--- config.mk ---
export PLATFORM = sky130hd
export DESIGN_NAME = cs_region_decoder
export DESIGN_NICKNAME = d
export VERILOG_FILES = /design/src/rtl/csd_pkg.sv /design/src/rtl/csd_match.sv /design/src/rtl/csd_prio.sv /design/src/rtl/cs_region_decoder.sv
export SDC_FILE = /design/constraint.sdc
export NUM_CORES = 1
export LEC_CHECK = 0
export BUFFER_PORTS_ARGS = -buffer_cell sky130_fd_sc_hd__buf_4
export CAP_MARGIN = 20
export CORE_ASPECT_RATIO = 1.5
export CORE_MARGIN = 2
export CORE_UTILIZATION = 35
export DETAILED_ROUTE_END_ITERATION = 10
export HOLD_SLACK_MARGIN = 0.06
export PLACE_DENSITY = 0.6
export SLEW_MARGIN = 15
export SYNTH_ARGS = -nofsm -noshare
export SYNTH_HDL_FRONTEND = slang
export SYNTH_HIERARCHICAL = 1
export SYNTH_SLANG_ARGS = --single-unit
--- constraint.sdc ---
create_clock -name clk -period 6.9 [get_ports clk]
set_clock_uncertainty 0.2 [all_clocks]
set_input_delay 1.38 -clock clk [delete_from_list [all_inputs] [get_ports clk]]
set_output_delay 1.38 -clock clk [all_outputs]
set_load 0.05 [all_outputs]
--- src/rtl/csd_pkg.sv ---
package csd_pkg;

    // Bus settings of one region; bit order matches the bus-control register
    typedef struct packed {
        logic       demux;  // bit 3
        logic       bw16;   // bit 2
        logic [1:0] ws;     // bits 1:0
    } busprm_t;

    localparam int BCR_W = $bits(busprm_t);

    localparam logic [11:0] CMP0_RST = 12'hF20;
    localparam busprm_t     BCR0_RST = '{demux: 1'b0, bw16: 1'b0, ws: 2'd3};

endpackage

--- src/rtl/csd_match.sv ---
module csd_match #(
    parameter int PW = 12
) (
    input  logic [PW-1:0] page,
    input  logic [PW-1:0] cmp,
    input  logic [PW-1:0] msk,
    output logic          hit
);
    assign hit = ~|((page ^ cmp) & msk);
endmodule

--- src/rtl/csd_prio.sv ---
module csd_prio #(
    parameter int N = 6
) (
    input  logic [N-1:0] req,
    output logic [N-1:0] gnt,
    output logic         any
);
    always_comb begin
        logic taken;
        taken = 1'b0;
        gnt   = '0;
        for (int i = 0; i < N; i++) begin
            if (req[i] && !taken) begin
                gnt[i] = 1'b1;
                taken  = 1'b1;
            end
        end
        any = taken;
    end
endmodule

--- src/rtl/cs_region_decoder.sv ---
module cs_region_decoder
    import csd_pkg::*;
#(
    parameter int             NCH      = 6,
    parameter int             AW       = 20,
    parameter int             PW       = 12,
    parameter int             RAW      = 16,
    parameter int             DW       = 16,
    parameter int             STRIDE   = 8,
    parameter logic [RAW-1:0] REG_BASE = 16'h1F40
) (
    input  logic            clk,
    input  logic            rst_n,
    input  logic [AW-1:0]   bus_addr,
    input  logic            reg_we,
    input  logic [RAW-1:0]  reg_addr,
    input  logic [DW-1:0]   reg_wdata,
    output logic [DW-1:0]   reg_rdata,
    input  logic            cfg_ld,
    input  logic [7:0]      cfg_byte,
    output logic [NCH-1:0]  cs_n,
    output logic            bus_demux,
    output logic            bus_bw16,
    output logic [1:0]      bus_ws,
    output logic            no_match
);
    localparam int OFS_MSK = 2;
    localparam int OFS_BCR = 4;

    typedef struct packed {
        logic    [NCH-1:0][PW-1:0] cmp;
        logic    [NCH-1:0][PW-1:0] msk;
        busprm_t [NCH-1:0]         bcr;
        logic    [NCH-1:0]         cs_n;
        busprm_t                   prm;
        logic                      nomatch;
    } state_t;

    function automatic state_t reset_state();
        state_t s;
        s = '0;
        for (int i = 0; i < NCH; i++) begin
            s.msk[i] = '1;
        end
        s.cmp[0]  = CMP0_RST;
        s.bcr[0]  = BCR0_RST;
        s.cs_n    = '1;
        s.nomatch = 1'b1;
        return s;
    endfunction

    function automatic logic [RAW-1:0] reg_at(input int ch, input int ofs);
        return REG_BASE + RAW'(STRIDE * ch + ofs);
    endfunction

    state_t state_d, state_q;

    logic [NCH-1:0] hit, gnt;
    logic           any_hit;
    busprm_t        sel_prm;

    // per-channel compare
    for (genvar g = 0; g < NCH; g++) begin : g_ch
        csd_match #(.PW(PW)) u_match (
            .page (bus_addr[AW-1:AW-PW]),
            .cmp  (state_q.cmp[g]),
            .msk  (state_q.msk[g]),
            .hit  (hit[g])
        );
    end

    csd_prio #(.N(NCH)) u_prio (
        .req (hit),
        .gnt (gnt),
        .any (any_hit)
    );

    always_comb begin
        sel_prm = '0;
        for (int i = 0; i < NCH; i++) begin
            if (gnt[i]) sel_prm = state_q.bcr[i];
        end
    end

    // next-state computation
    always_comb begin
        state_d = state_q;

        for (int i = 0; i < NCH; i++) begin
            if (reg_we && reg_addr == reg_at(i, 0))
                state_d.cmp[i] = reg_wdata[PW-1:0];
            if (reg_we && reg_addr == reg_at(i, OFS_MSK))
                state_d.msk[i] = reg_wdata[PW-1:0];
            if (reg_we && reg_addr == reg_at(i, OFS_BCR))
                state_d.bcr[i] = busprm_t'(reg_wdata[BCR_W-1:0]);
        end
        if (cfg_ld) state_d.bcr[0] = busprm_t'(cfg_byte[BCR_W-1:0]);

        state_d.cs_n    = ~gnt;
        state_d.prm     = any_hit ? sel_prm : '0;
        state_d.nomatch = ~any_hit;
    end

    always_ff @(posedge clk or negedge rst_n) begin
        if (!rst_n) state_q <= reset_state();
        else        state_q <= state_d;
    end

    // register read
    always_comb begin
        reg_rdata = '0;
        for (int i = 0; i < NCH; i++) begin
            if (reg_addr == reg_at(i, 0))
                reg_rdata = {{(DW-PW){1'b0}}, state_q.cmp[i]};
            if (reg_addr == reg_at(i, OFS_MSK))
                reg_rdata = {{(DW-PW){1'b0}}, state_q.msk[i]};
            if (reg_addr == reg_at(i, OFS_BCR))
                reg_rdata = {{(DW-BCR_W){1'b0}}, state_q.bcr[i]};
        end
    end

    busprm_t bcr0_q;
    assign bcr0_q    = state_q.bcr[0];

    assign cs_n      = state_q.cs_n;
    assign bus_demux = state_q.prm.demux;
    assign bus_bw16  = state_q.prm.bw16;
    assign bus_ws    = state_q.prm.ws;
    assign no_match  = state_q.nomatch;

    logic unused_bits;
    assign unused_bits = ^{cfg_byte[7:BCR_W], reg_wdata[DW-1:PW], bus_addr[AW-PW-1:0]};

endmodule

==> After elaboration in Yosys (flattened, before gate mapping) <==
Index checks and enable logic that the tools add are counted.
{ "word_totals": {"output_inout_bits": 27, "reg_bits": 179} }
{ "op_classes": {"eq_ne": 18, "n_reduce_logical": 39, "n_mux": 38, "bitwise": 14} }
{ "op_table": {"columns": ["operator", "n"], "rows": [
  ["== test 16 x 13 -> 1 bit, second input constant", 18],
  ["two-way mux 16 bit", 17],
  ["AND 12 bit", 6],
  ["OR reduction 12 bit", 6],
  ["XOR 12 bit", 6],
  ["two-way mux 4 bit", 9],
  ["logical AND 1 bit", 23],
  ["two-way mux 12 bit", 1],
  ["two-way mux 1 bit", 11],
  ["logical NOT 1 bit", 9],
  ["inverter 6 bit", 1],
  ["nonzero test 2 bit", 1],
  ["inverter 1 bit", 1]
]} }

==> Longest topological paths before layout <==
{ "logic_depth": {"depth_word": 20, "depth_mapped": 11, "mapped_depth_nobuf": 11} }

==> By module <==
The synthesis kept the hierarchy.
{ "modules_own_cells": {"columns": ["mod", "area_each_um2", "cells_per_inst", "n_inst", "seq_area_each_um2"], "rows": [
  ["cs_region_decoder", 9021.2, 781, 1, 4586.9],
  ["csd_match", 177.7, 19, 6, 0.0],
  ["csd_prio", 62.6, 9, 1, 0.0]
]} }

==> Least setup slack after synthesis <==
Ideal clock, no wire load.
{ "synth_timing": {"path_kind": "input to output", "start": "input reg_addr[0]", "end": "output reg_rdata[0]", "n_path_buf": 3, "stages": 8, "t_required_ns": 5.320, "slack_ns": 1.627, "t_arrival_ns": 3.693, "cell_sequence": "buf_6 clkbuf_1 nor4b_1 buf_2 a22oi_1 a31oi_1 a31oi_1 a21oi_1"} }
{ "synth_via": {"elab_chain_len": 19, "word_cells_on_any_way": 36, "classes_between": "eq/ne (18); mux (18)"} }
{ "synth_lines": {"columns": ["item", "line_no", "text"], "rows": [
  ["start, declared", "cs_region_decoder.sv:16", "input logic [RAW-1:0] reg_addr,"],
  ["== test 16 x 13 -> 1 bit", "cs_region_decoder.sv:113", "if (reg_addr == reg_at(i, 0))"],
  ["two-way mux 12 bit", "cs_region_decoder.sv:113", null],
  ["two-way mux 16 bit", "cs_region_decoder.sv:115", "if (reg_addr == reg_at(i, OFS_MSK))"],
  ["two-way mux 16 bit", "cs_region_decoder.sv:117", "if (reg_addr == reg_at(i, OFS_BCR))"],
  ["two-way mux 16 bit", "cs_region_decoder.sv:113", null],
  ["two-way mux 16 bit", "cs_region_decoder.sv:115", null],
  ["two-way mux 16 bit", "cs_region_decoder.sv:117", null],
  ["two-way mux 16 bit", "cs_region_decoder.sv:113", null],
  ["[... 3 more ...]", null, null],
  ["two-way mux 16 bit", "cs_region_decoder.sv:115", null],
  ["two-way mux 16 bit", "cs_region_decoder.sv:117", null],
  ["two-way mux 16 bit", "cs_region_decoder.sv:113", null],
  ["two-way mux 16 bit", "cs_region_decoder.sv:115", null],
  ["two-way mux 16 bit", "cs_region_decoder.sv:117", null],
  ["two-way mux 16 bit", "cs_region_decoder.sv:113", null],
  ["two-way mux 16 bit", "cs_region_decoder.sv:115", null],
  ["two-way mux 16 bit (*)", "cs_region_decoder.sv:117", null],
  ["end, declared", "cs_region_decoder.sv:18", "output logic [DW-1:0] reg_rdata,"]
]} }
Mark *: on every way between the ends. The rest lies on a longest branch, timed or not.

==> Final worst setup path <==
{ "layout_timing": {"start": "input reg_addr[13]", "end": "output reg_rdata[3]"} }
Same word-level chain as after synthesis.

==> run summary <==
Core area: 28,600 sq um
Syn avg cell area: 11.2 sq um
Post-synth EDFFs: 0
TNS Setup: 0 ns
Max Freq: 170 MHz
R2R Path Start: state_q[132]
Initial cell density of the core: 0.355
# DRC: 0
Routed vias/inst: 5.78
Worst hold start: state_q[17]
Post-placement cell count: 1,324
Final wirelength: 33,900 um
Top-Level Pins: 91
Synthesized cell area: 10,100 sq um
Most frequent CP cell: buf_4
HP Class: reg -> reg
Worst-case clock buffer depth: 2
Unrepaired setup endpoints after global routing: false
Clk sink count: 179
Die H: 213 um
Worst EP required: 5.32 ns
Final Hold Vio Count: 0
I/O Buffers: 70
Clock root cell: clkbuf_16
Vias in the first global route: 7,960
Primary FF master, synth: dfrtp_1
Post-CTS setup repair buffer count: 0
Worst rel slew slack: 0.243
Proportion of layout cells with a drive suffix above 1: 0.410
Most frequent cells in the layout: mux2_2, dfrtp_1, buf_4
Vias: 7,850
Total GRT Usage: 0.230
Hpwl dp: 24,500 um
Final #Nets: 1,018
Hold Path End: state_q[17]
Final Power: 0.00225 W
Reg2Reg Depth: 10
Initial antenna violation count: 0
ANT cells: 0
Critical path type: in -> out
Max-capacitance violation count: 0
GR Overflow Total: 0
Final Max Slew Viols: 0
Crit path launch type: input port
Clk_lat worst skew: 0.46 ns
Die X: 143 um
Final non-filler cell total: 1,357
CTS tree: yes
Reg-to-reg setup timing slack: 3.52 ns
DP Worst Slack: 1.15 ns
CTS hold repair buffers: 0
Iteration-0 DRC Markers: 639
DR pass1 iterations: 5
Outcome: finished clean
Worst Hold Path Cells: 1
Clk slew on worst S/H paths: 0.07 ns
Worst-Margin Slew: 1.13 ns
First-pass GRT wire length: 50,600 um
Share of flip-flops with an asynchronous set or reset: 1.00
Max VDD drop: 0.000143 V
Final GP Congestion: 0.954
Crit path max fanout: 11
Register area share after synthesis: 0.452
Wire per inst: 25.0 um
Largest net degree at the start of global routing: 65
Mapped Cells: 904
Cell Rows: 76
CP Cell Sequence: buf_4 -> nand4b_1 -> nor3_1 -> o21ai_0 -> o22ai_1 -> o221ai_1 -> a21oi_1 -> buf_4
Num CTS Buffers: 17
Pleak: 5.14 nW
YS warnings: 6
Final core utilization: 0.407
Area Growth Syn to Fin: 14.9%
Tcrit/Tclk final: 0.851
Power Density: 193 nW/um^2
Final WS setup: 1.03 ns
DRT antenna net count: 0
Flops & latches, synth: 179
WP data arrival: 4.29 ns
Slowest Stage Delay on Critical Path: 1.04 ns
Most common cell after layout, fill and taps aside: mux2_2
Final setup fails: 0
Fin crit period: 5.87 ns
Setup crit end kind: output pin
Critical-path top delay cell: nor3_1
Unique masters post-synth: 67
Depth of the CTS H-tree: 4
Die ar.: 30,400 sq um
R2R Path End: bus_demux
Post-CTS Resized: 0
==> layer usage <==
layer | up-vias | share of wire | track usage | wire length [um]
met4 | 0 | 0.060 | 0.142 | 2020
met2 | 329 | 0.50 | 0.395 | 16900
met5 | - | 0 | 0 | 0
li1 | 3467 | - | - | -
met1 | 3963 | 0.39 | 0.266 | 13100
met3 | 91 | 0.054 | 0.0376 | 1840
==> worst max-delay path by stage <==
stage	startpoint	endpoint	slack, ns	depth (start not counted)
2_1_floorplan	reg_addr[0]	reg_rdata[0]	1.63	8
3_3_place_gp	reg_addr[13]	reg_rdata[6]	1.16	9
3_5_place_dp	reg_addr[13]	reg_rdata[6]	1.15	9
4_1_cts	reg_addr[13]	reg_rdata[6]	1.11	9
5_1_grt	reg_addr[4]	reg_rdata[1]	0.90	8
6_report	reg_addr[13]	reg_rdata[3]	1.03	8
==> where the power goes <==
group,total [W],switching [W],internal (W)
Combinational,0.000180,0.000125,0.0000552
Clock,0.00101,0.000432,0.000582
Sequential,0.00106,0.00000381,0.00106
==> cell families after synthesis <==
| family | count (synthesis) | synth area share |
|---|---|---|
| other | 1 | 0.000369 |
| buffers and inverters | 77 | 0.0354 |
| DFF | 179 | 0.452 |
| xor gates and xnor gates | 72 | 0.0666 |
| and+or+nand+nor | 193 | 0.107 |
| AOI/OAI and AO/OA | 208 | 0.147 |
| muxes | 174 | 0.192 |
==> Yosys cell counts (6+ instances only) <==
cell type / count / share of area
a21oi_1: 31 / 0.015
a221oi_1: 14 / 0.012
a221oi_2: 6 / 0.0089
a22o_1: 27 / 0.023
a22oi_1: 22 / 0.016
a2bb2oi_1: 6 / 0.0052
and3_1: 13 / 0.0080
buf_1: 14 / 0.0052
buf_2: 11 / 0.0054
buf_4: 13 / 0.0096
clkbuf_1: 26 / 0.0096
dfrtp_1: 93 / 0.23
dfstp_2: 86 / 0.22
inv_1: 11 / 0.0041
mux2_2: 163 / 0.18
mux2i_1: 11 / 0.011
nand2_1: 50 / 0.018
nand3_1: 26 / 0.013
nand3b_1: 7 / 0.0052
nor2_1: 27 / 0.010
nor2b_1: 6 / 0.0037
nor3_1: 19 / 0.0094
o211ai_1: 6 / 0.0044
o21a_1: 8 / 0.0059
o21ai_0: 41 / 0.020
o21ai_1: 6 / 0.0030
o221ai_1: 8 / 0.0069
o22ai_1: 7 / 0.0043
xor2_1: 66 / 0.057
xor2_2: 6 / 0.0096
==> sequential cells by signal (all words and copies together) (netlist names) <==
| signal | flops |
|---|---|
| bcr0_q | 4 |
| bus_bw16 | 1 |
| bus_demux | 1 |
| bus_ws | 2 |
| cs_n | 6 |
| no_match | 1 |
| state_q | 164 |
==> per-stage QoR <==
step | instance area, sq um | hold WS, ns
finish | 11700 | 0.344
global route | 11700 | 0.369
CTS | 11600 | 0.343
detailed placement | 11000 | 0.328
global placement | 11000 | 0.325
floorplan | 10200 | 0.286
==> layout make-up <==
| class | instances | area, sq um |
|---|---|---|
| Clock buffer | 21 | 450 |
| Clock inverter | 11 | 153 |
| Fill cell | 2777 | 17000 |
| Inverter | 12 | 45.0 |
| Multi-Input combinational cell | 651 | 5230 |
| Sequential cell | 179 | 4590 |
| Tap cell | 390 | 488 |
| Timing Repair Buffer | 93 | 709 |
==> critical path: cells and delay by family <==
family | cells | cell delay, ns
AOI/OAI and AO/OA | 4 | 0.87
buffers and inverters | 2 | 0.35
and+or+nand+nor | 2 | 1.68
Power figures use the tool's default switching activity.
